$ cat config.mk
export PLATFORM = sky130hd
export DESIGN_NAME = can_irq_arbiter
export DESIGN_NICKNAME = d
export VERILOG_FILES = /design/src/rtl/can_irq_pkg.sv /design/src/rtl/can_irq_pend.sv /design/src/rtl/can_irq_prio.sv /design/src/rtl/can_irq_arbiter.sv
export SDC_FILE = /design/constraint.sdc
export NUM_CORES = 1
export LEC_CHECK = 0
export BUFFER_PORTS_ARGS = -buffer_cell sky130_fd_sc_hd__buf_2
export CORE_MARGIN = 4
export CORE_UTILIZATION = 38
export DETAILED_ROUTE_END_ITERATION = 7
export MAX_ROUTING_LAYER = met4
export PLACE_DENSITY = 0.74
export SLEW_MARGIN = 30
export SYNTH_ARGS = -nofsm -noshare
export SYNTH_HDL_FRONTEND = slang
export SYNTH_SLANG_ARGS = --single-unit
$ cat constraint.sdc
create_clock -name clk -period 1.44 [get_ports clk]
set_input_delay 0.432 -clock clk [delete_from_list [all_inputs] [get_ports clk]]
set_output_delay 0.432 -clock clk [all_outputs]
set_load 0.05 [all_outputs]
$ cat src/rtl/can_irq_pkg.sv
package can_irq_pkg;

    // Width of the identifier register seen by software.
    localparam int unsigned ID_W = 16;

    // Code reported while the status source is pending.
    localparam logic [ID_W-1:0] STATUS_ID = 16'h8000;

    // Code reported when no source is pending.
    localparam logic [ID_W-1:0] IDLE_ID = '0;

endpackage

$ cat src/rtl/can_irq_pend.sv
// Pending flag store: one flag per message object plus the status flag.
// A set always wins over a coincident clear.
module can_irq_pend #(
    parameter int unsigned NUM_OBJ = 32
) (
    input  logic               clk,
    input  logic               rst_n,
    input  logic [NUM_OBJ-1:0] obj_set_i,
    input  logic [NUM_OBJ-1:0] obj_ie_i,
    input  logic [NUM_OBJ-1:0] obj_clr_i,
    input  logic               stat_evt_i,
    input  logic               stat_rd_i,
    output logic [NUM_OBJ-1:0] obj_pend_o,
    output logic               stat_pend_o
);

    typedef struct packed {
        logic [NUM_OBJ-1:0] obj;
        logic               stat;
    } pend_t;

    pend_t pend_d, pend_q;
    logic [NUM_OBJ-1:0] obj_hit;

    // Only enabled objects may record an event.
    assign obj_hit = obj_set_i & obj_ie_i;

    always_comb begin
        pend_d = pend_q;
        for (int i = 0; i < NUM_OBJ; i++) begin
            if (obj_hit[i]) begin
                pend_d.obj[i] = 1'b1;
            end else if (obj_clr_i[i]) begin
                pend_d.obj[i] = 1'b0;
            end
        end
        if (stat_evt_i) begin
            pend_d.stat = 1'b1;
        end else if (stat_rd_i) begin
            pend_d.stat = 1'b0;
        end
    end

    always_ff @(posedge clk or negedge rst_n) begin
        if (!rst_n) begin
            pend_q <= '0;
        end else begin
            pend_q <= pend_d;
        end
    end

    assign obj_pend_o  = pend_q.obj;
    assign stat_pend_o = pend_q.stat;

endmodule

$ cat src/rtl/can_irq_prio.sv
// Fixed-priority selection: the status source first, then the
// lowest-numbered pending object (object n lives on bit n-1).
module can_irq_prio #(
    parameter int unsigned NUM_OBJ = 32
) (
    input  logic [NUM_OBJ-1:0]              obj_pend_i,
    input  logic                            stat_pend_i,
    output logic [can_irq_pkg::ID_W-1:0]    id_o
);
    import can_irq_pkg::*;

    logic [ID_W-1:0] obj_id;

    always_comb begin
        obj_id = IDLE_ID;
        for (int i = NUM_OBJ - 1; i >= 0; i--) begin
            if (obj_pend_i[i]) begin
                obj_id = ID_W'(i + 1);
            end
        end
    end

    assign id_o = stat_pend_i ? STATUS_ID : obj_id;

endmodule

$ cat src/rtl/can_irq_arbiter.sv
module can_irq_arbiter #(
    parameter int unsigned NUM_OBJ = 32
) (
    input  logic               clk,
    input  logic               rst_n,
    input  logic [NUM_OBJ-1:0] obj_set_i,
    input  logic [NUM_OBJ-1:0] obj_ie_i,
    input  logic [NUM_OBJ-1:0] obj_clr_i,
    input  logic               stat_evt_i,
    input  logic               stat_rd_i,
    input  logic               glb_ie_i,
    output logic [15:0]        irq_id_o,
    output logic               irq_o
);
    import can_irq_pkg::*;

    typedef struct packed {
        logic [ID_W-1:0] id;
    } id_reg_t;

    logic [NUM_OBJ-1:0] obj_pend_q;
    logic               stat_pend_q;
    logic [ID_W-1:0]    id_sel;
    id_reg_t            idr_d, idr_q;

    can_irq_pend #(.NUM_OBJ(NUM_OBJ)) u_pend (
        .clk         (clk),
        .rst_n       (rst_n),
        .obj_set_i   (obj_set_i),
        .obj_ie_i    (obj_ie_i),
        .obj_clr_i   (obj_clr_i),
        .stat_evt_i  (stat_evt_i),
        .stat_rd_i   (stat_rd_i),
        .obj_pend_o  (obj_pend_q),
        .stat_pend_o (stat_pend_q)
    );

    can_irq_prio #(.NUM_OBJ(NUM_OBJ)) u_prio (
        .obj_pend_i  (obj_pend_q),
        .stat_pend_i (stat_pend_q),
        .id_o        (id_sel)
    );

    always_comb begin
        idr_d    = idr_q;
        idr_d.id = id_sel;
    end

    always_ff @(posedge clk or negedge rst_n) begin
        if (!rst_n) begin
            idr_q <= '0;
        end else begin
            idr_q <= idr_d;
        end
    end

    assign irq_id_o = idr_q.id;
    assign irq_o    = glb_ie_i && (idr_q.id != IDLE_ID);

endmodule

Word-level counts from Yosys, hierarchy flattened
Cells that the tools add are included.
Word-level totals
  register bits: 49
  input port bits: 101
  output and inout bits: 17
  logic and storage cells: 169
Operators by class
  muxes and demuxes: 99
  bitwise logic cells: 1
  reduce and logical (&&, ||, !) cells: 35
Operator list (number)
  $mux W6: 32
  $mux W1: 66
  $reduce_bool A2 Y1: 33
  $and A32 B32 Y32: 1
  $mux W16: 1
  $reduce_bool A16 Y1: 1
  $logic_and A1 B1 Y1: 1

Depth between registers and ports, before layout
Gate-level depths: netlist of run 1.
  depth in word-level cells: 33
  gate-level depth with buffers: 5
  gate-level depth less buffers: 5

Cells and area by module
Synthesis of run 1 repeated with hierarchy kept, for this count alone.
Second synthesis, totals
  cell total of the unflattened synthesis: 229
  area total of the unflattened synthesis: 2283.4 um2
Modules (own cells, without submodules)
  can_irq_pend: instances 1, cells each 131, area an instance 1357.6 um2, seq. area each 825.8 um2
  can_irq_prio: instances 1, cells each 76, area an instance 488.0 um2, seq. area each 0.0 um2
  can_irq_arbiter: instances 1, cells each 22, area an instance 437.9 um2, seq. area each 400.4 um2

Least setup slack after synthesis of run 1
No wires, ideal clock.
  path kind: register to output
  start: register idr_q (netlist bit irq_id_o[1])
  end: output irq_o
  data arrival time: 1.878 ns
  path slack: -0.870 ns
  cell stages (with the launch flop): 3
  buffers on the path: 0
  cell sequence: dfrtp_1 -> nor3_1 -> a21boi_0
On the way
  cells in the longest elaborated chain, start to end: 2
Ends and longest elaborated chain
  start, declared: line can_irq_arbiter.sv:24  | id_reg_t idr_d, idr_q;
  start signal, assigned: line can_irq_arbiter.sv:53  | idr_q <= idr_d;
  $reduce_bool A16 Y1: line can_irq_arbiter.sv:58  | assign irq_o = glb_ie_i && (idr_q.id != IDLE_ID);
  $logic_and A1 B1 Y1: line can_irq_arbiter.sv:58
  end, declared: line can_irq_arbiter.sv:13  | output logic irq_o
Every way passes these cells.

Worst setup path in the final report of run 1
  start: register idr_q (netlist bit irq_id_o[15])
  end: output irq_o
The elaborated chain is that of the path after synthesis.

==> results of run 1 <==
[power by group through the flow]
stage	sequential (mW)	combinational (mW)	clock (mW)
after floorplan	1.34	0.251	0
after global placement	1.32	0.511	0
after detailed placement	1.32	0.518	0
after CTS	1.30	0.542	1.01
after global routing	1.32	0.632	1.07
final	1.31	0.573	0.995
[critical path: stages (launching register included)]
cell	delay [ns]
dfrtp_2	0.42
nor4_4	0.32
a21boi_4	0.08
buf_6	0.16
[synth_stat cells]
| master | instances | share of area (%) |
|---|---|---|
| nor3_1 | 2 | 0.54 |
| dfrtp_1 | 40 | 54 |
| a31oi_1 | 1 | 0.34 |
| buf_4 | 9 | 3.6 |
| nand2b_4 | 1 | 0.74 |
| o311ai_0 | 1 | 0.47 |
| o31ai_1 | 2 | 0.81 |
| nor2_1 | 7 | 1.4 |
| a21boi_0 | 2 | 0.81 |
| and2_1 | 1 | 0.34 |
| o21ai_0 | 35 | 9.4 |
| or4_4 | 1 | 0.60 |
| nor3b_1 | 1 | 0.40 |
| a211oi_1 | 2 | 0.81 |
| or4_1 | 1 | 0.40 |
| nand2_1 | 36 | 7.3 |
| o2111ai_1 | 2 | 0.94 |
| nor4_1 | 6 | 2.0 |
| conb_1 | 1 | 0.20 |
| and4bb_1 | 1 | 0.67 |
| o211ai_1 | 1 | 0.40 |
| a221oi_1 | 2 | 0.94 |
| inv_1 | 33 | 6.7 |
| nor4_4 | 1 | 1.1 |
| a2111oi_0 | 2 | 0.94 |
| a21o_1 | 1 | 0.40 |
| nor3_2 | 1 | 0.54 |
| nand4_1 | 3 | 1.0 |
| a21oi_1 | 5 | 1.3 |
| a2111oi_1 | 1 | 0.54 |
| a41o_1 | 1 | 0.54 |
[logic make-up (layout without fill, tap and decap cells)]
group,Yosys count,in the layout
flip-flops,40,40
other,1,9
AND/OR/NAND/NOR,62,62
AO/OA/AOI/OAI,58,58
buffers and inverters,42,164
[metal layers]
layer | vias to the layer above | GRT usage (%) | share of wire (%)
met5 | - | - | 0
met4 | 0 | 3.67 | 1.2
met3 | 10 | 4.76 | 7.7
met2 | 71 | 29.3 | 52
met1 | 871 | 19.6 | 39
li1 | 931 | - | -
[metrics by stage]
step / util [%] / TNS (ns) / hold WS, ns / setup slack (ns)
2_1_floorplan: - / -0.0105 / 0.136 / -0.0105
3_3_place_gp: 54.6 / -0.136 / 0.413 / -0.0569
3_5_place_dp: 54.6 / -0.344 / 0.415 / -0.184
4_1_cts: 58.0 / -0.373 / 0.106 / -0.284
5_1_grt: 60.0 / -0.695 / 0.119 / -0.326
6_report: 60.0 / -0.429 / 0.108 / -0.265
[repair_timing]
action | CTS | global route
gates resized for setup | 11 | 16
setup endpoints to repair | 5 | 7
pin swaps | 4 | 5
endpoints found under the hold margin | 0 | 0
hold buffers | 0 | 0
buffers inserted | 1 | 3
[layout by cell type, fill, tap and decap left out, drive strengths merged]
cell type | Yosys | final
buf | 9 | 123
dfrtp | 40 | 40
nand2 | 36 | 36
o21ai | 35 | 35
inv | 33 | 33
conb | 1 | 9
clkbuf | 0 | 7
nor2 | 7 | 7
nor4 | 7 | 7
a21oi | 5 | 5
nand4 | 3 | 3
nor3 | 3 | 3
a2111oi | 3 | 3
or4 | 2 | 2
a211oi | 2 | 2
o31ai | 2 | 2
o2111ai | 2 | 2
a21boi | 2 | 2
a221oi | 2 | 2
and2 | 1 | 1
nand2b | 1 | 1
o211ai | 1 | 1
a31oi | 1 | 1
o311ai | 1 | 1
a41o | 1 | 1
nor3b | 1 | 1
and4bb | 1 | 1
a21o | 1 | 1
bufinv | 0 | 1
[flip-flops by register name, indices dropped and copies added, names as in the netlist]
register and count:
irq_id_o 7, u_pend.obj_pend_o 32, u_pend.stat_pend_o 1
[final timing paths]
check	start	endpoint	slack (ns)	cells past startpoint
max in group asynchronous	rst_n	irq_id_o[15]	1.13	2
min	rst_n	u_pend.obj_pend_o[10]	0.11	2
max	irq_id_o[15]	irq_o	-0.27	3
max reg2reg	u_pend.obj_pend_o[29]	irq_id_o[5]	-0.09	4
min reg2reg	u_pend.stat_pend_o	irq_id_o[15]	0.50	0
min in group clk	obj_clr_i[17]	u_pend.obj_pend_o[17]	0.31	2
[final cells by class]
| cell class | instances | area (um^2) |
|---|---|---|
| Inverter | 33 | 124 |
| Timing Repair Buffer | 123 | 683 |
| Sequential cell | 40 | 1010 |
| Tap cell | 67 | 83.8 |
| Clock buffer | 7 | 96.3 |
| Clock inverter | 1 | 30.0 |
| Multi-Input combinational cell | 129 | 808 |
| Fill cell | 414 | 1890 |
==> results.yml, run 1 <==
outcome:
  status: "finished with violations"
  violations: "setup timing"
sta:
  timing.fmax_ghz: 0.586
  rsz0062_at_grt: "true"
  finClkSkew_ns: 0.00217
  hold_viol_final: 0
  setup_violations: 5
  fin_crit_sh_pct: 118
  finalWorstSetupSlack_ns: -0.265
  min_period_ns: 1.71
  final_max_slew_viol_count: 0
cts:
  cts_buffers: 5
  cts.sinks: 40
  cts_tree: "yes"
  htreeDepth: 2
  cts-root-buf: "clkbuf_8"
  clock_latency_ns: 0.29
  path_clk_slew_ns: 0.08
  clockBufferDepth: 2
global_routing:
  grt_pass1_wl_mm: 7.95
  grt_start_max_net_pins: 41
  antenna_found_initial: 0
  grt.total_usage_pct: 16.9
  grt_pass1_vias: 1797
  overflow: 0
placement:
  gp_congestion: 0.805
  place_area_um2: 2580
  dp_cells: 388
  io_buffers: 108
  hpwl_mm: 4.10
logic_synthesis:
  yosys_warnings: 0
  syn_area_per_cell_um2: 9.17
  ys_seq_elements: 40
  synth_top_family_by_area: "compound AO/OA/AOI/OAI gates"
  netlist_area_um2: 1860
  synth_compound_area_share_pct: 18.7
  yosysSeqAreaShare_pct: 53.8
  synth-xor-area-share_pct: 0
  synthAdderAreaFrac_pct: 0
  yosysUniqueCellTypes: 31
  yosys.area_share.simple_pct: 17.1
  synthMuxAreaShare_pct: 0
  synth_cells: 203
floorplanning:
  die_h_um: 78.0
  die_w_um: 78.0
  start_util_pct: 39.4
  rows: 25
  die-area_um2: 6080
  design.core.area_um2: 4720
  pin_count: 118
critical_path:
  end_kind: "primary output"
  setup.worst_path.class: "reg -> out"
  start_kind: "flip-flop"
  cp_max_fo: 2
  arrival_ns: 1.27
  required_ns: 1.01
power:
  p_int_mw: 2.09
  power_density_nw_per_um2: 1020
  combPwrFrac_pct: 19.9
  vdd_drop_max_uv: 508
  power_switching_mw: 0.791
  leakagePower_nw: 1.48
  swShare_pct: 27.5
  p_clk_share_pct: 34.6
  sequentialPowerShare_pct: 45.5
  fin_total_pwr_mw: 2.88
min_path:
  min_path_type: "in -> async"
final_layout:
  area_growth_pct: 52.3
  num_antenna_cells: 0
  nets: 433
  final_layout_size_suffix_gt1_share_pct: 47.1
  stdcell_count: 400
  finalInstanceArea_um2: 2840
drt:
  drc: 0
  viasPerCell: 4.71
  wl_mm: 5.15
  dr.pass1.iters: 4
  via_count: 1883
  ant_nets: 0
  avgRoutedWirePerCell_um: 12.9
  drtIter0Drc: 96
run:
  max_cap_violations: 0
No activity file was read; power rests on OpenSTA's default activity.
==> inputs of run 2 (changes only) <==
Settings changed: RECOVER_POWER from default to 50.
==> results.yml, run 2 (same netlist as run 1, synthesis figures left out) <==
outcome:
  status: "finished with violations"
  violations: "setup timing"
global_routing:
  grt_pass1_vias: 1797
  overflow: 0
  grt_start_max_net_pins: 41
  grt.total_usage_pct: 16.9
  grt_pass1_wl_mm: 7.95
  antenna_found_initial: 0
critical_path:
  end_kind: "primary output"
  setup.worst_path.class: "reg -> out"
  cp_max_fo: 2
  arrival_ns: 1.27
  start_kind: "flip-flop"
  required_ns: 1.01
sta:
  finalWorstSetupSlack_ns: -0.264
  min_period_ns: 1.70
  setup_violations: 5
  hold_viol_final: 0
  rsz0062_at_grt: "true"
  relSlewSlack_pct: 36.7
  final_max_slew_viol_count: 0
  tightest_slew_ns: 0.949
  finClkSkew_ns: 0.00183
  fin_crit_sh_pct: 118
  fin_hold_ws_ns: 0.309
  timing.fmax_ghz: 0.587
drt:
  drtIter0Drc: 85
  avgRoutedWirePerCell_um: 12.8
  wl_mm: 5.12
  ant_nets: 0
  viasPerCell: 4.72
  dr.pass1.iters: 4
  via_count: 1887
  drc: 0
floorplanning:
  start_util_pct: 39.4
  design.core.area_um2: 4720
  die_w_um: 78.0
  rows: 25
  pin_count: 118
  die_h_um: 78.0
  die-area_um2: 6080
power:
  leakagePower_nw: 1.48
  swShare_pct: 27.5
  combPwrFrac_pct: 19.7
  p_int_mw: 2.08
  sequentialPowerShare_pct: 45.7
  vdd_drop_max_uv: 507
  p_clk_share_pct: 34.6
  power_density_nw_per_um2: 1020
  power_switching_mw: 0.788
final_layout:
  largest_reg_flops: 32
  multiInputGateArea_um2: 808
  seq_area_um2: 1010
  area_growth_pct: 51.5
  nFillCells: 415
  layout_commonest_cell: "buf_2"
  layout_common_cells: "buf_2, nand2_1, o21ai_0, dfrtp_1, inv_1"
  finalInstanceArea_um2: 2820
  num_antenna_cells: 0
  nets: 433
  final_layout_size_suffix_gt1_share_pct: 47.1
run:
  max_cap_violations: 0
cts:
  cts_buffers: 5
  cts.sinks: 40
  postCtsHoldBufs: 0
  cts-root-buf: "clkbuf_8"
  path_clk_slew_ns: 0.08
  clockBufferDepth: 2
  htreeDepth: 2
  clock_latency_ns: 0.29
  cts_tree: "yes"
placement:
  hpwl_mm: 4.10
  place_area_um2: 2580
  post-place-ws_ns: -0.184
  gp_congestion: 0.805
  io_buffers: 108
min_path:
  min_path_type: "in -> reg"
## run 2: final timing paths
kind | cells past startpoint | slack [ns] | startpoint | end
worst min register to register | 0 | 0.50 | u_pend.stat_pend_o | irq_id_o[15]
min in group asynchronous | 2 | 0.37 | rst_n | u_pend.obj_pend_o[7]
worst min-delay path | 2 | 0.31 | obj_clr_i[17] | u_pend.obj_pend_o[17]
max in group asynchronous | 2 | 0.43 | rst_n | irq_id_o[1]
worst max-delay path | 3 | -0.26 | irq_id_o[15] | irq_o
worst max register to register | 4 | -0.09 | u_pend.obj_pend_o[29] | irq_id_o[5]
## run 2: final cells by class
type / instances / area share [%]
Tap cell: 67 / 2.97
Clock buffer: 7 / 3.42
Sequential cell: 40 / 35.8
Clock inverter: 1 / 1.06
Multi-Input combinational cell: 129 / 28.7
Inverter: 33 / 4.39
Timing Repair Buffer: 123 / 23.7
## run 2: metal layers
layer  global-route usage, %  wire [um]
met1                    19.6       2020
met2                    29.3       2670
met3                    4.76        378
met4                    3.67         50
met5                       -          0
## run 2: critical path: stages (launching register included)
cell      delay, ns
dfrtp_2        0.42
nor4_4         0.32
a21boi_4       0.08
buf_6          0.16
## run 2: power groups by stage
stage | combinational, mW | clock, mW | sequential [mW]
6_report | 0.566 | 0.992 | 1.31
5_1_grt | 0.626 | 1.07 | 1.32
4_1_cts | 0.542 | 1.01 | 1.30
3_5_place_dp | 0.518 | 0 | 1.32
3_3_place_gp | 0.511 | 0 | 1.32
2_1_floorplan | 0.251 | 0 | 1.34
## run 2: per-stage QoR
step	setup TNS (ns)	total power [mW]	util (%)	std cells
2_1_floorplan	-0.0105	1.59	-	211
3_3_place_gp	-0.136	1.83	54.6	388
3_5_place_dp	-0.344	1.84	54.6	388
4_1_cts	-0.373	2.85	58.0	397
5_1_grt	-0.695	3.02	59.7	400
6_report	-0.430	2.87	59.7	400
## run 2: timing repair
action	CTS	global route
pin swaps	4	5
setup buffers	1	3
endpoints found under the setup margin	5	7
gates resized for setup	11	16
==> inputs of run 3 (changes only) <==
Settings changed: BUFFER_PORTS_ARGS -buffer_cell sky130_fd_sc_hd__buf_2 to default, CORE_UTILIZATION 38 to 40, DONT_BUFFER_PORTS from default to 1, HOLD_SLACK_MARGIN from default to 0.05, PLACE_DENSITY 0.74 to 0.54.
==> results.yml, run 3 (same netlist as run 1, synthesis figures left out) <==
floorplanning:
  design.core.area_um2: 4440
  die_w_um: 76.2
  die-area_um2: 5810
  rows: 24
  start_util_pct: 41.9
  pin_count: 118
  die_h_um: 76.2
cts:
  clock_latency_ns: 0.29
  htreeDepth: 2
  path_clk_slew_ns: 0.07
  cts-root-buf: "clkbuf_8"
  cts.sinks: 40
  clockBufferDepth: 2
  cts_tree: "yes"
  cts_buffers: 5
run:
  max_cap_violations: 0
critical_path:
  reg2regPathDepth: 4
  reg2reg_from: "u_pend.obj_pend_o[28]"
  setup.worst_path.class: "reg -> out"
  required_ns: 1.01
  arrival_ns: 1.19
  crit_slowest_cell: "dfrtp_2"
  reg2reg_slack_ns: -0.08
  r2r_end: "irq_id_o[5]"
  end_kind: "primary output"
  critical_path_depth: 2
  start_kind: "flip-flop"
  crit_chain: "nor4_4, a21boi_4"
  path_buf_inv: 0
  crit_family: "flip-flops"
  cp_max_fo: 2
  slowest_delay_ns: 0.42
  crit_end: "irq_o"
  critical_path.startpoint: "irq_id_o[15]"
drt:
  ant_nets: 0
  drc: 0
  wl_mm: 4.54
  avgRoutedWirePerCell_um: 15.9
  drtIter0Drc: 56
  viasPerCell: 5.33
  via_count: 1518
  dr.pass1.iters: 4
global_routing:
  grt_start_max_net_pins: 41
  grt_pass1_vias: 1658
  grt_pass1_wl_mm: 7.55
  grt.total_usage_pct: 16.6
  antenna_found_initial: 0
  overflow: 0
sta:
  hold_viol_final: 0
  finClkSkew_ns: 0.00441
  final_max_slew_viol_count: 0
  tightest_slew_ns: 0.538
  setup_violations: 3
  fin_crit_sh_pct: 113
  rsz0062_at_grt: "true"
  finalWorstSetupSlack_ns: -0.183
  min_period_ns: 1.62
  fin_hold_ws_ns: 0.227
  timing.fmax_ghz: 0.616
  relSlewSlack_pct: 64.1
placement:
  hpwl_mm: 3.67
  io_buffers: 0
  place_area_um2: 2050
  gp_congestion: 0.859
  post-place-ws_ns: -0.173
  dp_cells: 271
power:
  vdd_drop_max_uv: 513
  leakagePower_nw: 1.05
  power_density_nw_per_um2: 1100
final_layout:
  layout_commonest_cell: "nand2_1"
  layout_common_cells: "nand2_1, o21ai_0, dfrtp_1"
  final_layout_size_suffix_gt1_share_pct: 23.2
  largest_reg_flops: 32
  nets: 333
  num_antenna_cells: 0
  nFillCells: 430
  finalInstanceArea_um2: 2270
  area_growth_pct: 22.0
  stdcell_count: 285
outcome:
  status: "finished with violations"
  violations: "setup timing"
min_path:
  hold_path_depth: 1
  min_path_type: "in -> reg"
run 3: cell types whose count changed in the layout (fill, tap and decap cells not counted), sizes merged:
| cell | change |
|---|---|
| clkbuf | +5 |
| bufinv | -1 |
| buf | -105 |
| dlygate4sd3 | +1 |
run 3: worst min path at each step:
stage                        startpoint                    end  slack [ns]
final                     obj_clr_i[25]  u_pend.obj_pend_o[25]        0.23
after global routing      obj_clr_i[14]  u_pend.obj_pend_o[14]        0.21
after CTS                 obj_clr_i[22]  u_pend.obj_pend_o[22]        0.22
after detailed placement          rst_n   u_pend.obj_pend_o[6]        0.14
after global placement            rst_n   u_pend.obj_pend_o[5]        0.14
after floorplan                   rst_n            irq_id_o[0]        0.14
run 3: area by class of cell:
class	instances	area, um^2	share of cell area, %
inverters	33	124	5.45
multi-input cells	129	816	35.9
flip-flops and latches	40	1010	44.4
well taps	52	65.1	2.86
clock buffers	8	90.1	3.96
repair buffers	23	168	7.38
run 3: report_power, final:
group          internal, mW  total, mW  switching [mW]
clock                 0.390      0.744           0.354
combinational         0.162      0.438           0.276
sequential             1.22       1.31          0.0950
total                  1.77       2.49           0.725
run 3: worst reg2reg max path, delay by kind of cell (launching register included):
| kind | cells | cell delay, ns |
|---|---|---|
| AND/OR/NAND/NOR | 4 | 1.07 |
| flip-flops | 1 | 0.38 |
run 3: timing repair:
item | in CTS | in global routing
setup buffers | 2 | 2
gates resized for setup | 13 | 11
endpoints found under the setup margin | 4 | 7
hold buffers | 2 | 0
hold endpoints to repair | 40 | 0
pin swaps | 10 | 7
run 3: metrics by stage:
stage                     TNS [ns]  power, mW  util [%]
after CTS                   -0.303       2.51      50.1
after global placement      -0.102       1.68      46.2
final                       -0.312       2.49      51.1
after global routing        -0.622       2.64      51.1
after detailed placement    -0.273       1.69      46.2
after floorplan            -0.0105       1.59         -
run 3: per-layer routing:
metal | share of wire, % | vias up | track usage (%) | wire [um]
li1 | - | 730 | - | -
met1 | 41 | 709 | 19.2 | 1860
met2 | 50 | 74 | 27.5 | 2250
met3 | 8.2 | 5 | 5.20 | 372
met4 | 1.3 | 0 | 5.43 | 59
met5 | 0 | - | - | 0
